===== config.mk =====
export PLATFORM = sky130hd
export DESIGN_NAME = wstat_top
export DESIGN_NICKNAME = d
export VERILOG_FILES = /design/src/rtl/wstat_pkg.sv /design/src/rtl/wstat_ctrl.sv /design/src/rtl/wstat_datapath.sv /design/src/rtl/wstat_top.sv
export SDC_FILE = /design/constraint.sdc
export NUM_CORES = 1
export LEC_CHECK = 0
export ABC_AREA = 1
export BUFFER_PORTS_ARGS = -buffer_cell sky130_fd_sc_hd__buf_2
export CAP_MARGIN = 5
export CORE_MARGIN = 5
export CORE_UTILIZATION = 40
export CTS_CLUSTER_SIZE = 30
export DETAILED_ROUTE_END_ITERATION = 8
export PLACE_DENSITY_LB_ADDON = 0.08
export SETUP_SLACK_MARGIN = 0.15
export SLEW_MARGIN = 30
export SYNTH_ARGS = -nofsm -noshare
export SYNTH_HDL_FRONTEND = slang
export SYNTH_SLANG_ARGS = --single-unit

===== constraint.sdc =====
create_clock -name clk -period 2.1 [get_ports clk]
set_input_delay 0.21 -clock clk [delete_from_list [all_inputs] [get_ports clk]]
set_output_delay 0.21 -clock clk [all_outputs]
set_load 0.1 [all_outputs]

===== src/rtl/wstat_pkg.sv =====
package wstat_pkg;

  localparam int DATA_W     = 8;
  localparam int POLL_BIT   = 7;
  localparam int TOGGLE_BIT = 6;

  typedef struct packed {
    logic loadByte;
    logic selStatus;
    logic captureRead;
    logic flipToggle;
  } wstat_ctl_t;

endpackage


===== src/rtl/wstat_ctrl.sv =====
module wstat_ctrl
  import wstat_pkg::*;
#(
  parameter int WRITE_CYCLES = 40
) (
  input  logic       clk,
  input  logic       rstN,
  input  logic       wrStart,
  input  logic       rdStrobe,
  output wstat_ctl_t ctl,
  output logic       busy
);

  localparam int CNT_W = (WRITE_CYCLES > 1) ? $clog2(WRITE_CYCLES) : 1;
  localparam logic [CNT_W-1:0] LAST_CNT = CNT_W'(WRITE_CYCLES - 1);

  logic [CNT_W-1:0] cycleCnt;
  logic             acceptWrite;
  logic             timerDone;

  assign acceptWrite = wrStart && !busy;
  assign timerDone   = busy && (cycleCnt == '0);

  always_ff @(posedge clk) begin
    if (!rstN) begin
      busy     <= 1'b0;
      cycleCnt <= '0;
    end else if (acceptWrite) begin
      busy     <= 1'b1;
      cycleCnt <= LAST_CNT;
    end else if (timerDone) begin
      busy     <= 1'b0;
    end else if (busy) begin
      cycleCnt <= cycleCnt - CNT_W'(1);
    end
  end

  always_comb begin
    ctl.loadByte    = acceptWrite;
    ctl.selStatus   = busy;
    ctl.captureRead = rdStrobe;
    ctl.flipToggle  = rdStrobe && busy;
  end

  // an accepted start opens the window on the next cycle
  a_r2_busy_rise: assert property (@(posedge clk) disable iff (!rstN)
    (wrStart && !busy) |=> busy);

  // the window closes right after the count reaches zero
  a_r2_busy_fall: assert property (@(posedge clk) disable iff (!rstN)
    (busy && cycleCnt == '0) |=> !busy);

  // a start pulse during the window does not reload the timer
  a_r8_no_restart: assert property (@(posedge clk) disable iff (!rstN)
    (busy && cycleCnt != '0) |=> (busy && cycleCnt == $past(cycleCnt) - CNT_W'(1)));

endmodule


===== src/rtl/wstat_datapath.sv =====
module wstat_datapath
  import wstat_pkg::*;
(
  input  logic              clk,
  input  logic              rstN,
  input  wstat_ctl_t        ctl,
  input  logic [DATA_W-1:0] wrData,
  input  logic [DATA_W-1:0] arrayData,
  output logic [DATA_W-1:0] rdData
);

  logic [DATA_W-1:0] lastByte;
  logic              toggleQ;
  logic [DATA_W-1:0] statusByte;
  logic [DATA_W-1:0] nextRead;

  always_ff @(posedge clk) begin
    if (!rstN) begin
      lastByte <= '0;
    end else if (ctl.loadByte) begin
      lastByte <= wrData;
    end
  end

  always_ff @(posedge clk) begin
    if (!rstN) begin
      toggleQ <= 1'b0;
    end else if (ctl.flipToggle) begin
      toggleQ <= !toggleQ;
    end
  end

  always_comb begin
    statusByte             = '0;
    statusByte[POLL_BIT]   = !lastByte[POLL_BIT];
    statusByte[TOGGLE_BIT] = toggleQ;
    nextRead = ctl.selStatus ? statusByte : arrayData;
  end

  always_ff @(posedge clk) begin
    if (!rstN) begin
      rdData <= '0;
    end else if (ctl.captureRead) begin
      rdData <= nextRead;
    end
  end

  // polling bit is the inverse of the kept byte's top bit
  a_r3_poll_bit: assert property (@(posedge clk) disable iff (!rstN)
    (ctl.captureRead && ctl.selStatus) |=> (rdData[POLL_BIT] == !$past(lastByte[POLL_BIT])));

  // every busy read flips the toggle state
  a_r4_toggle_flip: assert property (@(posedge clk) disable iff (!rstN)
    ctl.flipToggle |=> (toggleQ != $past(toggleQ)));

  // low status bits are zero
  a_r5_low_zero: assert property (@(posedge clk) disable iff (!rstN)
    (ctl.captureRead && ctl.selStatus) |=> (rdData[5:0] == 6'd0));

  // idle reads pass array data through
  a_r6_true_data: assert property (@(posedge clk) disable iff (!rstN)
    (ctl.captureRead && !ctl.selStatus) |=> (rdData == $past(arrayData)));

  // toggle state is frozen outside busy reads
  a_r7_toggle_frozen: assert property (@(posedge clk) disable iff (!rstN)
    !ctl.flipToggle |=> $stable(toggleQ));

  // output holds when no read is sampled
  a_r10_hold: assert property (@(posedge clk) disable iff (!rstN)
    !ctl.captureRead |=> $stable(rdData));

endmodule


===== src/rtl/wstat_top.sv =====
module wstat_top
  import wstat_pkg::*;
#(
  parameter int WRITE_CYCLES = 40
) (
  input  logic       clk,
  input  logic       rstN,
  input  logic       wrStart,
  input  logic [7:0] wrData,
  input  logic       rdStrobe,
  input  logic [7:0] arrayData,
  output logic [7:0] rdData,
  output logic       busy
);

  wstat_ctl_t ctl;

  wstat_ctrl #(.WRITE_CYCLES(WRITE_CYCLES)) i_ctrl (
    .clk      (clk),
    .rstN     (rstN),
    .wrStart  (wrStart),
    .rdStrobe (rdStrobe),
    .ctl      (ctl),
    .busy     (busy)
  );

  wstat_datapath i_datapath (
    .clk       (clk),
    .rstN      (rstN),
    .ctl       (ctl),
    .wrData    (wrData),
    .arrayData (arrayData),
    .rdData    (rdData)
  );

endmodule


Yosys cells after proc, flatten, opt, wreduce, memory -nomap -nowiden
Index checks and enable logic that the tools add are counted.
{ "word_totals": {"reg_bits": 24, "latchBits": 0, "ramBits": 0, "rom_bits": 0, "inputBits": 20, "mem_count": 0} }
{ "op_classes": {"n_addsub": 1, "n_mul": 0, "div": 0, "magnitude_cmp": 0, "n_eq_ne": 1, "n_shift": 0, "muxes": 6, "bitwise": 2, "reduce_logical": 12} }
{ "op_table": {"columns": ["op", "n"], "rows": [
  ["2-to-1 mux 6 bit", 3],
  ["2-to-1 mux 8 bit", 1],
  ["zero test 6 bit", 1],
  ["subtractor 6 x 1 -> 6 bit, second input constant", 1],
  ["AND reduction 2 bit", 2],
  ["nonzero test 2 bit", 2],
  ["logical AND 1 bit", 3],
  ["zero test 1 bit", 3],
  ["2-to-1 mux 1 bit", 2],
  ["!= test 2 x 1 -> 1 bit, second input constant", 1],
  ["inverter 1 bit", 2],
  ["OR reduction 2 bit", 1]
]} }

Logic depth before layout (Yosys ltp)
{ "logic_depth": {"word_depth": 4, "ltp_mapped": 9, "depth_no_buf": 9} }

Modules after synthesis
Synthesis repeated with hierarchy kept, for this count alone.
{ "hier_totals": {"cells_unflattened": 112, "hier_area_um2": 808.3} }
{ "by_module_without_submodules": {"columns": ["module", "instances", "cells_per_inst", "area_each_um2", "seq_area_each_um2"], "rows": [
  ["wstat_ctrl", 1, 60, 425.4, 140.1],
  ["wstat_datapath", 1, 52, 382.9, 200.2]
]} }

Worst setup path after synthesis
OpenSTA, ideal clock, no wires.
{ "synth_path": {"path_type": "reg-to-reg", "from": "register i_ctrl.busy", "to": "register i_ctrl.cycleCnt[0]", "arrival_ns": 1.560, "t_required_ns": 1.984, "setup_slack_ns": 0.423, "path_stages_with_launch": 6, "n_path_buf": 0, "synth_period_minus_slack_ns": 1.677, "path_cell_list": "dfxtp_1 inv_4 nand2_4 nand2_1 nor2_1 nor2_1"} }
{ "synth_via": {"elab_chain_len": 4, "word_cells_on_any_way": 7} }
{ "synth_rtl": {"columns": ["item", "line_no", "source"], "rows": [
  ["from (decl)", "wstat_ctrl.sv:11", "output logic busy"],
  ["from (signal assigned)", "wstat_ctrl.sv:26", "busy <= 1'b0;"],
  ["from (signal assigned)", "wstat_ctrl.sv:29", "busy <= 1'b1;"],
  ["from (signal assigned)", "wstat_ctrl.sv:32", "busy <= 1'b0;"],
  ["zero test 1 bit", "wstat_ctrl.sv:21", "assign acceptWrite = wrStart && !busy;"],
  ["logical AND 1 bit", "wstat_ctrl.sv:21", null],
  ["!= test 2 x 1 -> 1 bit (no source line) or nonzero test 2 bit (tied branches)", null, null],
  ["AND reduction 2 bit (no source line)", null, null],
  ["to (signal assigned)", "wstat_ctrl.sv:34", "cycleCnt <= cycleCnt - CNT_W'(1);"],
  ["to (decl)", "wstat_ctrl.sv:17", "logic [CNT_W-1:0] cycleCnt;"]
]} }
Several ways; a longest one is shown, not always the timed one.
A chain may end at the register's enable or synchronous reset.

Worst setup path after layout
{ "layout_path": {"from": "register i_ctrl.busy", "to": "output busy"} }
{ "layout_rtl": {"columns": ["item", "line_no", "source"], "rows": [
  ["to (decl)", "wstat_top.sv:13", "output logic busy"]
]} }
No word-level cell between the ends.

==> results by group <==
Run status
  – Status: completed

Timing
  – Minimum clock period after layout: 1.52 ns
  – Worst hold slack: 0.168 ns
  – Setup Viol. Count Final: 0
  – Hold Vio Cnt, Final: 0
  – Slew margin rel.: 67.5%
  – Final setup margin: 0.576 ns
  – Slew @ Worst Pin: 0.492 ns
  – Crit share post-route: 72.6%
  – Clock Skews: 0.00543 ns
  – Max Slew Vio Count: 0
  – RSZ-0062 raised after global routing: false
  – Fin Setup TNS: 0 ns
  – Fmax: 656 MHz

Worst setup path
  – Critical path's top delay family: flip-flops
  – Startpoint types: flip-flop
  – Crit path DAT: 1.31 ns
  – CP startpoint: i_ctrl.busy$_SDFFE_PN0P_
  – Worst Path Buf+Inv: 1
  – Worst path required time: 1.89 ns
  – Worst r2r src: i_ctrl.cycleCnt[0]$_SDFFE_PN0P_
  – Setup CP Type: flip-flop to primary output
  – Crit-path slowest cell: dfxtp_1
  – Largest stage delay, worst path: 0.53 ns
  – Cells along the critical path: buf_2
  – Crit. End Element: primary output
  – Largest fanout on the critical path: 7

Logic synthesis
  – Synthesized instance count: 110
  – Sequential fraction of the synthesis area: 41.1%
  – Yosys warnings: 0
  – Post-Syn Area: 828 µm²
  – Post-Syn Nets: 132
  – Synth cell types: 20
  – Synth Register Bits: 17
  – Synthesized area per cell: 7.53 µm²

Power and ir drop
  – Peak supply drop: 0.000442 V
  – P_int: 0.498 mW
  – Static Leakage: 0.482 nW
  – Combinational power share: 31.8%
  – Sequential power share: 46.5%
  – NetSw: 0.302 mW
  – Clock network fraction of total power: 21.7%
  – Sw Ratio: 37.8%
  – Power Dens Cells: 810 nW/µm²

Clock network
  – H-tree depth: 1
  – Setup Fix Bufs, Post-CTS: 0
  – Post-CTS sizing: 0
  – Clk buf depth: 2
  – Skew-Pair Late Insertion Delay: 0.29 ns
  – Post-CTS Hold Buffers: 0
  – CTS tree: done
  – TritonCTS Sinks: 17
  – Root Buffer: clkbuf_4
  – Clock transition at path regs: 0.09 ns
  – Cts bufs inserted: 3

Final layout
  – Final nets: 157
  – Most frequent cells in the layout: 24 x nand2_1, 21 x buf_2, 17 x dfxtp_1, 14 x nand3_1, 13 x nor2_1
  – Syn-to-layout area delta: 19.3%
  – Post-Layout Inst Area: 988 µm²
  – Ant diodes: 0
  – Commonest non-fill, non-tap cell in the layout: nand2_1
  – Layout cell share with drive strength beyond 1: 25.4%

Global routing
  – Gr ovfl total: 0
  – Gr usage total: 12.6%
  – Antenna violations before repair: 0
  – Number of global-route vias before repair: 710
  – Largest net degree at the start of global routing: 13
  – First-pass GRT wire length: 3040 µm

Flow run
  – Max Cap Viol: 0

Drt
  – Via density: 4.68
  – DRC errors left: 0
  – Remaining antenna violation count after routing: 0
  – DR vias: 753
  – Routed len/inst: 10.4 µm
  – First-pass detailed-route iteration total: 5
  – Final wirelength: 1670 µm
  – Initial DRC Count: 11

Floorplanning
  – IO Pins: 29
  – Die Footprint: 3080 µm²
  – Die height: 55.5 µm
  – Core box area: 1960 µm²
  – Starting Density: 42.2%
  – FP Rows: 16
  – Die width: 55.5 µm

Min path
  – Hold wc startpoint: wrData[7]
  – Min-delay worst type: input port to flip-flop

Place
  – Placement Setup Slack: 0.859 ns
  – Placed inst area: 962 µm²
  – I/O Buffers: 21
  – GPL Wtd Cong: 0.839
  – Post-detail-place hpwl: 1270 µm
==> state kept, by name (all words and copies together) (netlist names) <==
signal	flops
i_datapath.rdData	8
i_ctrl.cycleCnt	6
i_ctrl.busy	1
i_datapath.lastByte	1
i_datapath.toggleQ	1
==> metrics by stage <==
step	total power, mW	std cells	utilization (%)
after global routing	0.859	161	50.4
final	0.801	161	50.4
after detailed placement	0.636	157	49.0
after CTS	0.815	161	50.4
after floorplan	0.586	110	-
after global placement	0.631	157	49.0
==> cell usage after synthesis <==
cell       instances  share of area [%]
nand2_1           24                 11
dfxtp_1           17                 41
nand3_1           14                8.5
nor2_1            13                5.9
inv_1             11                5.0
a21oi_1           10                6.0
o21ai_0            4                2.4
inv_4              3                2.3
ha_1               2                3.0
nand2_4            2                2.7
a21boi_2           1                1.4
buf_2              1               0.60
bufinv_16          1                3.6
nand3_2            1                1.2
nand4_1            1               0.76
nor2_2             1               0.76
nor2_4             1                1.4
nor3_1             1               0.60
o211ai_1           1               0.91
xnor2_1            1                1.1
==> area by class of cell <==
type	instances	area, µm²
tap	27	33.8
timing repair buffer	21	105
fill	222	973
multi-input combinational	77	393
inverter	15	90.1
sequential	17	340
clock buffer	4	26.3
==> kinds of logic after synthesis <==
logic type	after synthesis	synth area share, %
buffers and inverters	16	11.5
xor gates and xnor gates	1	1.06
AOI/OAI and AO/OA	16	10.7
and+or+nand+nor	58	32.6
DFF	17	41.1
adders and majority gates	2	3.02
==> per-layer routing <==
metal  wire length, µm  vias to the layer above  part of all wire [%]  global-route usage [%]
met5                 0                        -                     0                       0
met4                39                        0                   2.3                    8.33
met3               108                        5                   6.5                    4.90
met2               661                       22                    39                    16.9
met1               865                      322                    52                    16.4
li1                  -                      404                     -                       -
==> power by group through the flow <==
stage	registers [mW]	clock network, mW	logic, mW
after CTS	0.373	0.185	0.257
final	0.372	0.174	0.255
after floorplan	0.460	0	0.126
after global routing	0.377	0.201	0.280
after detailed placement	0.380	0	0.256
after global placement	0.381	0	0.251
==> worst min-delay path, stage by stage <==
cell and delay, ns:
buf_2 0.07, o21ai_0 0.07, nor2_1 0.08
==> worst paths after layout <==
check / depth (start not counted) / slack (ns) / end
hold / removal: 3 / 0.17 / i_datapath.lastByte[7]$_SDFFE_PN0P_
setup reg to reg: 9 / 0.84 / i_ctrl.cycleCnt[3]$_SDFFE_PP0P_
hold reg to reg: 2 / 0.46 / i_datapath.rdData[5]$_SDFFE_PN0P_
setup / recovery: 1 / 0.58 / busy
Power figures use the tool's default switching activity.
